<file path="config.mk">
export PLATFORM = sky130hd
export DESIGN_NAME = irq_dma_status_unit
export DESIGN_NICKNAME = d
export VERILOG_FILES = /design/src/rtl/irq_dma_pkg.sv /design/src/rtl/irq_stat_bank.sv /design/src/rtl/irq_lowest_enc.sv /design/src/rtl/irq_req_gate.sv /design/src/rtl/irq_dma_status_unit.sv
export SDC_FILE = /design/constraint.sdc
export NUM_CORES = 1
export LEC_CHECK = 0
export ABC_AREA = 1
export BUFFER_PORTS_ARGS = -buffer_cell sky130_fd_sc_hd__clkbuf_2
export CAP_MARGIN = 25
export CORE_MARGIN = 2
export CORE_UTILIZATION = 40
export DETAILED_ROUTE_END_ITERATION = 16
export GPL_TIMING_DRIVEN = 0
export PLACE_DENSITY = 0.66
export SLEW_MARGIN = 15
export SYNTH_ARGS = -nofsm -noshare
export SYNTH_HDL_FRONTEND = slang
export SYNTH_SLANG_ARGS = --single-unit
</file>
<file path="constraint.sdc">
create_clock -name clk -period 1.6 [get_ports clk]
set_input_delay 0.32 -clock clk [delete_from_list [all_inputs] [get_ports clk]]
set_output_delay 0.32 -clock clk [all_outputs]
set_load 0.03 [all_outputs]
</file>
<file path="src/rtl/irq_dma_pkg.sv">
package irq_dma_pkg;
   typedef enum logic [2:0] {
      REG_MASK = 3'd0,
      REG_STAT = 3'd1,
      REG_VEC  = 3'd2,
      REG_DMA  = 3'd3,
      REG_TEST = 3'd4
   } reg_sel_e;
endpackage

</file>
<file path="src/rtl/irq_stat_bank.sv">
// Status flag storage: set pulses take priority over clears.
module irq_stat_bank #(
   parameter int               W    = 16,
   parameter logic [W-1:0]     KEEP = '1
) (
   input  logic         clk,
   input  logic         rst,
   input  logic [W-1:0] set_vec,
   input  logic [W-1:0] clr_vec,
   output logic [W-1:0] stat_q
);
   always_ff @(posedge clk) begin
      if (rst) stat_q <= '0;
      else     stat_q <= ((stat_q & ~clr_vec) | set_vec) & KEEP;
   end
endmodule

</file>
<file path="src/rtl/irq_lowest_enc.sv">
// Finds the lowest set bit; index is one-based, zero when empty.
module irq_lowest_enc #(
   parameter int N     = 6,
   parameter int IDX_W = $clog2(N + 1)
) (
   input  logic [N-1:0]     pend,
   output logic [IDX_W-1:0] idx,
   output logic [N-1:0]     onehot
);
   always_comb begin
      idx    = '0;
      onehot = '0;
      for (int i = N - 1; i >= 0; i--) begin
         if (pend[i]) begin
            idx       = IDX_W'(i + 1);
            onehot    = '0;
            onehot[i] = 1'b1;
         end
      end
   end
endmodule

</file>
<file path="src/rtl/irq_req_gate.sv">
// Per-channel request gating: request = enable AND ready flag.
module irq_req_gate #(
   parameter int N = 2
) (
   input  logic [N-1:0] en,
   input  logic [N-1:0] ready,
   output logic [N-1:0] req
);
   for (genvar g = 0; g < N; g++) begin : g_ch
      assign req[g] = en[g] & ready[g];
   end
endmodule

</file>
<file path="src/rtl/irq_dma_status_unit.sv">
module irq_dma_status_unit #(
   parameter int            DATA_W     = 16,
   parameter int            IE_W_OLD   = 5,
   parameter int            IE_W_NEW   = 6,
   parameter int            RX_BIT     = 3,
   parameter int            TX_BIT     = 4,
   parameter int            BUSY_BIT   = 12,
   parameter int            TEST_BIT   = 11,
   parameter int            TEST_SET_W = 6,
   parameter int            RX_EN_BIT  = 15,
   parameter int            TX_EN_BIT  = 7,
   parameter logic [15:0]   W1C_MASK   = 16'h0027
) (
   input  logic              clk,
   input  logic              rst,
   input  logic              rev_new,
   input  logic              bus_busy,
   input  logic [DATA_W-1:0] set_in,
   input  logic              reg_wr,
   input  logic              reg_rd,
   input  logic [2:0]        reg_addr,
   input  logic [DATA_W-1:0] reg_wdata,
   output logic [DATA_W-1:0] reg_rdata,
   output logic              irq,
   output logic              dma_rx_req,
   output logic              dma_tx_req
);
   import irq_dma_pkg::*;

   localparam int                 MASK_W  = IE_W_NEW;
   localparam int                 IDX_W   = $clog2(MASK_W + 1);
   localparam logic [MASK_W-1:0]  LIM_OLD = MASK_W'((1 << IE_W_OLD) - 1);
   localparam logic [MASK_W-1:0]  LIM_NEW = MASK_W'((1 << IE_W_NEW) - 1);
   localparam logic [DATA_W-1:0]  KEEP    = ~(DATA_W'(1) << BUSY_BIT);
   localparam logic [DATA_W-1:0]  TEST_SET = DATA_W'((1 << TEST_SET_W) - 1);
   localparam logic [DATA_W-1:0]  W1C     = DATA_W'(W1C_MASK);

   if (DATA_W <= RX_EN_BIT || DATA_W <= BUSY_BIT || DATA_W <= TEST_BIT) begin : g_bad_dw
      $error("DATA_W too narrow for the bit positions in use");
   end
   if (IE_W_OLD > IE_W_NEW || RX_BIT >= MASK_W || TX_BIT >= MASK_W) begin : g_bad_ie
      $error("enable widths or ready positions inconsistent");
   end
   if (TEST_SET_W > MASK_W) begin : g_bad_test
      $error("self-test field wider than the mask");
   end

   logic [DATA_W-1:0] stat_q;
   logic [MASK_W-1:0] mask_q;
   logic              rx_en_q, tx_en_q;
   logic [MASK_W-1:0] pend;
   logic [IDX_W-1:0]  vec_idx;
   logic [MASK_W-1:0] vec_onehot;
   logic [DATA_W-1:0] set_vec, clr_vec, rd_mux;
   logic              wr_mask, wr_stat, wr_dma, wr_test, rd_vec;

   assign wr_mask = reg_wr && (reg_addr == REG_MASK);
   assign wr_stat = reg_wr && (reg_addr == REG_STAT);
   assign wr_dma  = reg_wr && (reg_addr == REG_DMA);
   assign wr_test = reg_wr && (reg_addr == REG_TEST);
   assign rd_vec  = reg_rd && (reg_addr == REG_VEC);

   assign pend = stat_q[MASK_W-1:0] & mask_q;

   irq_lowest_enc #(.N(MASK_W), .IDX_W(IDX_W)) u_enc (
      .pend   (pend),
      .idx    (vec_idx),
      .onehot (vec_onehot)
   );

   always_comb begin
      clr_vec = '0;
      if (rd_vec && !rev_new)  clr_vec = clr_vec | DATA_W'(vec_onehot);
      if (wr_stat && rev_new)  clr_vec = clr_vec | (reg_wdata & W1C);
      set_vec = set_in;
      if (wr_test && rev_new && reg_wdata[TEST_BIT]) set_vec = set_vec | TEST_SET;
   end

   irq_stat_bank #(.W(DATA_W), .KEEP(KEEP)) u_bank (
      .clk     (clk),
      .rst     (rst),
      .set_vec (set_vec),
      .clr_vec (clr_vec),
      .stat_q  (stat_q)
   );

   always_ff @(posedge clk) begin
      if (rst) begin
         mask_q  <= '0;
         rx_en_q <= 1'b0;
         tx_en_q <= 1'b0;
      end else if (wr_mask) begin
         mask_q <= reg_wdata[MASK_W-1:0] & (rev_new ? LIM_NEW : LIM_OLD);
      end else if (wr_dma) begin
         rx_en_q <= reg_wdata[RX_EN_BIT];
         tx_en_q <= reg_wdata[TX_EN_BIT];
         if (reg_wdata[RX_EN_BIT]) mask_q[RX_BIT] <= 1'b0;
         if (reg_wdata[TX_EN_BIT]) mask_q[TX_BIT] <= 1'b0;
      end
   end

   always_comb begin
      rd_mux = '0;
      case (reg_addr)
         REG_MASK: rd_mux = DATA_W'(mask_q);
         REG_STAT: rd_mux = stat_q | (DATA_W'(bus_busy) << BUSY_BIT);
         REG_VEC:  rd_mux = rev_new ? '0 : DATA_W'(vec_idx);
         REG_DMA:  rd_mux = (DATA_W'(rx_en_q) << RX_EN_BIT) | (DATA_W'(tx_en_q) << TX_EN_BIT);
         default:  rd_mux = '0;
      endcase
   end

   always_ff @(posedge clk) begin
      if (rst)         reg_rdata <= '0;
      else if (reg_rd) reg_rdata <= rd_mux;
   end

   assign irq = |pend;

   irq_req_gate #(.N(2)) u_gate (
      .en    ({tx_en_q, rx_en_q}),
      .ready ({stat_q[TX_BIT], stat_q[RX_BIT]}),
      .req   ({dma_tx_req, dma_rx_req})
   );
endmodule

</file>
==> flow_metrics.env <==
export IMPL_outcome="completed"
export IMPL_drive_gt1_share_pct=20.86
export IMPL_drv_slew=0
export IMPL_grt_pass1_wl_mm=6.741
export IMPL_fin_ws_ps=81.76
export IMPL_register_area_sq_um=780.7
export IMPL_wl_per_cell_um=10.78
export IMPL_rsz0062_at_grt="no"
export IMPL_synth_avg_cell_area_sq_um=6.535
export IMPL_worst_pin_slew_ps=474.1
export IMPL_yosys_warnings=0
export IMPL_grt_pass1_vias=1576
export IMPL_hp_class="primary input to flip-flop"
export IMPL_synth_seq_cells=39
export IMPL_antenna_left=0
export IMPL_synth_cells=269
export IMPL_worstPathCellList="nand2_1 > nand2_2 > nor2_4 > nand4_1 > buf_4"
export IMPL_p_int_mw=1.389
export IMPL_fp_dieH_um=70.30
export IMPL_fin_crit_sh_pct=94.89
export IMPL_antenna_found_initial=0
export IMPL_worstPathArrival_ps=1200
export IMPL_crit_family="simple AND/OR/NAND/NOR gates"
export IMPL_cts_root_buffer="clkbuf_8"
export IMPL_gp_congestion=0.8513
export IMPL_slowest_stage="dfxtp_1"
export IMPL_place_ws_ps=89.27
export IMPL_syn2layout_area_growth_pct=23.49
export IMPL_max_stage_delay_ps=340
export IMPL_io_pins=60
export IMPL_rows=24
export IMPL_initial_core_util_pct=40.94
export IMPL_finalWirelength_mm=4.074
export IMPL_clock_latency_ps=280
export IMPL_slew_headroom_pct=68.39
export IMPL_p_per_area_mw_per_mm2=863.4
export IMPL_crit_fanout=3
export IMPL_period_needed_ps=1518
export IMPL_crit_path_start_kind="flip-flop"
export IMPL_cts_sinks=39
export IMPL_path_depth=5
export IMPL_numCtsBuffers=5
export IMPL_finalSetupViolCount=0
export IMPL_drt_iter0_drc=66
export IMPL_leakage_nw=1.091
export IMPL_diodes=0
export IMPL_finalHoldViolations=0
export IMPL_end_kind="primary output"
export IMPL_reg2reg_depth=8
export IMPL_synth_cell_types=18
export IMPL_multi_input_area_sq_um=822.0
export IMPL_critical_path_buf_inv_count=1
export IMPL_sw_frac_of_total_pct=25.87
export IMPL_combinationalPowerShare_pct=10.8
export IMPL_nNetsFinal=366
export IMPL_clockPowerShare_pct=34.1
export IMPL_drc=0
export IMPL_p_switching_mw=0.4849
export IMPL_cp_required_ps=1280
export IMPL_die_width_um=70.30
export IMPL_tns_ps=0
export IMPL_timing_fmax_mhz=658.7
export IMPL_viasPerCell=4.561
export IMPL_grt_max_degree=13
export IMPL_path_class="flip-flop to primary output"
export IMPL_overflow=0
export IMPL_irDropWorstVdd_mv=0.4413
export IMPL_h_tree_depth=2
export IMPL_timing_max_cap_violations=0
export IMPL_finClkSkew_ps=3.858
export IMPL_cts_tree="built"
export IMPL_syn_nets=310
export IMPL_die_area_sq_mm=0.004941
export IMPL_dp_hpwl_mm=3.149
export IMPL_port_buffers=48
export IMPL_grt_use_total_pct=17.18
export IMPL_cts_max_path_buffers=2
export IMPL_path_clk_slew_ps=80
export IMPL_n_fill_cell=509
export IMPL_p_total_mw=1.874
export IMPL_fin_hold_ws_ps=237.7
export IMPL_design_core_area_sq_mm=0.004294
export IMPL_yosysSeqAreaShare_pct=44.41
export IMPL_sequentialPowerShare_pct=55.1
export IMPL_syn_area_sq_mm=0.001758
export IMPL_hold_depth=3
export IMPL_firstDrtPassIters=4
export IMPL_vias=1724
-- flip-flops by register name, indices dropped and copies added (netlist names) --
register,flops
mask_q,6
reg_rdata,16
rx_en_q,1
tx_en_q,1
u_bank.stat_q,15
-- final timing paths --
kind | from | end | slack (ps)
setup / recovery | u_bank.stat_q[2]$_SDFF_PP0_ | irq | 80
hold reg to reg | reg_rdata[15]$_SDFFE_PP0P_ | reg_rdata[15]$_SDFFE_PP0P_ | 460
hold / removal | set_in[15] | u_bank.stat_q[15]$_SDFF_PP0_ | 240
setup reg to reg | u_bank.stat_q[2]$_SDFF_PP0_ | reg_rdata[2]$_SDFFE_PP0P_ | 450
-- cell usage after synthesis --
cell	n	area share [%]
clkinv_1	1	0.21
nor2_2	3	1.1
nor3_1	1	0.28
buf_1	2	0.43
buf_2	2	0.57
inv_2	1	0.21
a21oi_1	30	8.5
buf_6	1	0.64
nand2_1	92	20
inv_1	31	6.6
dfxtp_1	39	44
nand3b_1	3	1.3
nor3_2	1	0.57
o21ai_0	3	0.85
clkbuf_1	4	0.85
nand3_1	25	7.1
nor2_1	28	6.0
nand4_1	2	0.71
-- placed cells by master, fill, tap and decap left out --
master,count
clkinvlp_4,1
clkbuf_1,5
clkbuf_8,5
nor3_2,1
clkinv_2,1
nand4_1,2
nor2_4,1
o21ai_0,3
inv_1,30
nand2_2,2
nor2_2,3
clkinv_1,1
buf_6,1
buf_1,2
nand3b_1,3
nor2_1,27
nand3_1,25
nor3_1,1
nand2_1,90
buf_2,2
clkbuf_2,47
a21oi_1,30
buf_4,2
inv_2,2
dfxtp_1,39
-- cell families (layout without fill, tap and decap cells) --
kind of cell,after synthesis,count (layout),share of synthesized area [%]
buf+inv,42,99,9.537
flops,39,39,44.41
compound gates,33,33,9.395
simple gates,155,155,36.65
-- layer usage --
metal / track usage, % / share of wire (%) / wire, um / vias to the layer above
li1: - / - / - / 950
met1: 21.65 / 46 / 1885 / 727
met2: 28.09 / 48 / 1970 / 43
met3: 4.040 / 4.5 / 182 / 4
met4: 7.051 / 0.91 / 37 / 0
met5: 0 / 0 / 0 / -
-- worst register-to-register path, cell delays in order (launching register included) --
cell	delay (ps)
dfxtp_1	340
nand2_1	100
nand2_2	80
nor2_4	120
buf_4	130
nand3_1	60
nand2_1	70
nand2_1	50
a21oi_1	130
-- layout make-up --
cell class | instances | area share [%]
clock buffers | 6 | 3.343
repair buffers | 49 | 11.53
multi-input cells | 188 | 37.87
plain buffers | 9 | 2.017
clock inverters | 2 | 0.5764
flip-flops and latches | 39 | 35.97
inverters | 33 | 5.706
well taps | 52 | 2.997
-- stage by stage --
stage	instance area, sq um	instances	utilization (%)
4_1_cts	2166	378	50.44
3_3_place_gp	2063	369	48.05
3_5_place_dp	2063	369	48.05
2_1_floorplan	1758	269	-
6_report	2171	378	50.55
5_1_grt	2171	378	50.55
-- power by group through the flow --
stage	Sequential (mW)	Clock (mW)	Combinational, mW
finish	1.03	0.639	0.202
global route	1.04	0.698	0.232
CTS	1.03	0.667	0.204
detailed placement	1.05	0	0.200
global placement	1.05	0	0.199
floorplan	1.06	0	0.115
-- what timing repair did --
| action | in CTS | in global routing |
|---|---|---|
| resized for setup | 3 | 4 |
| setup endpoints to repair | 1 | 1 |
| endpoints found under the hold margin | 0 | 0 |
| pin swaps | 1 | 0 |
| setup buffers | 1 | 0 |
| hold buffers | 0 | 0 |
Note: power is estimated with default switching activity, not from simulation.
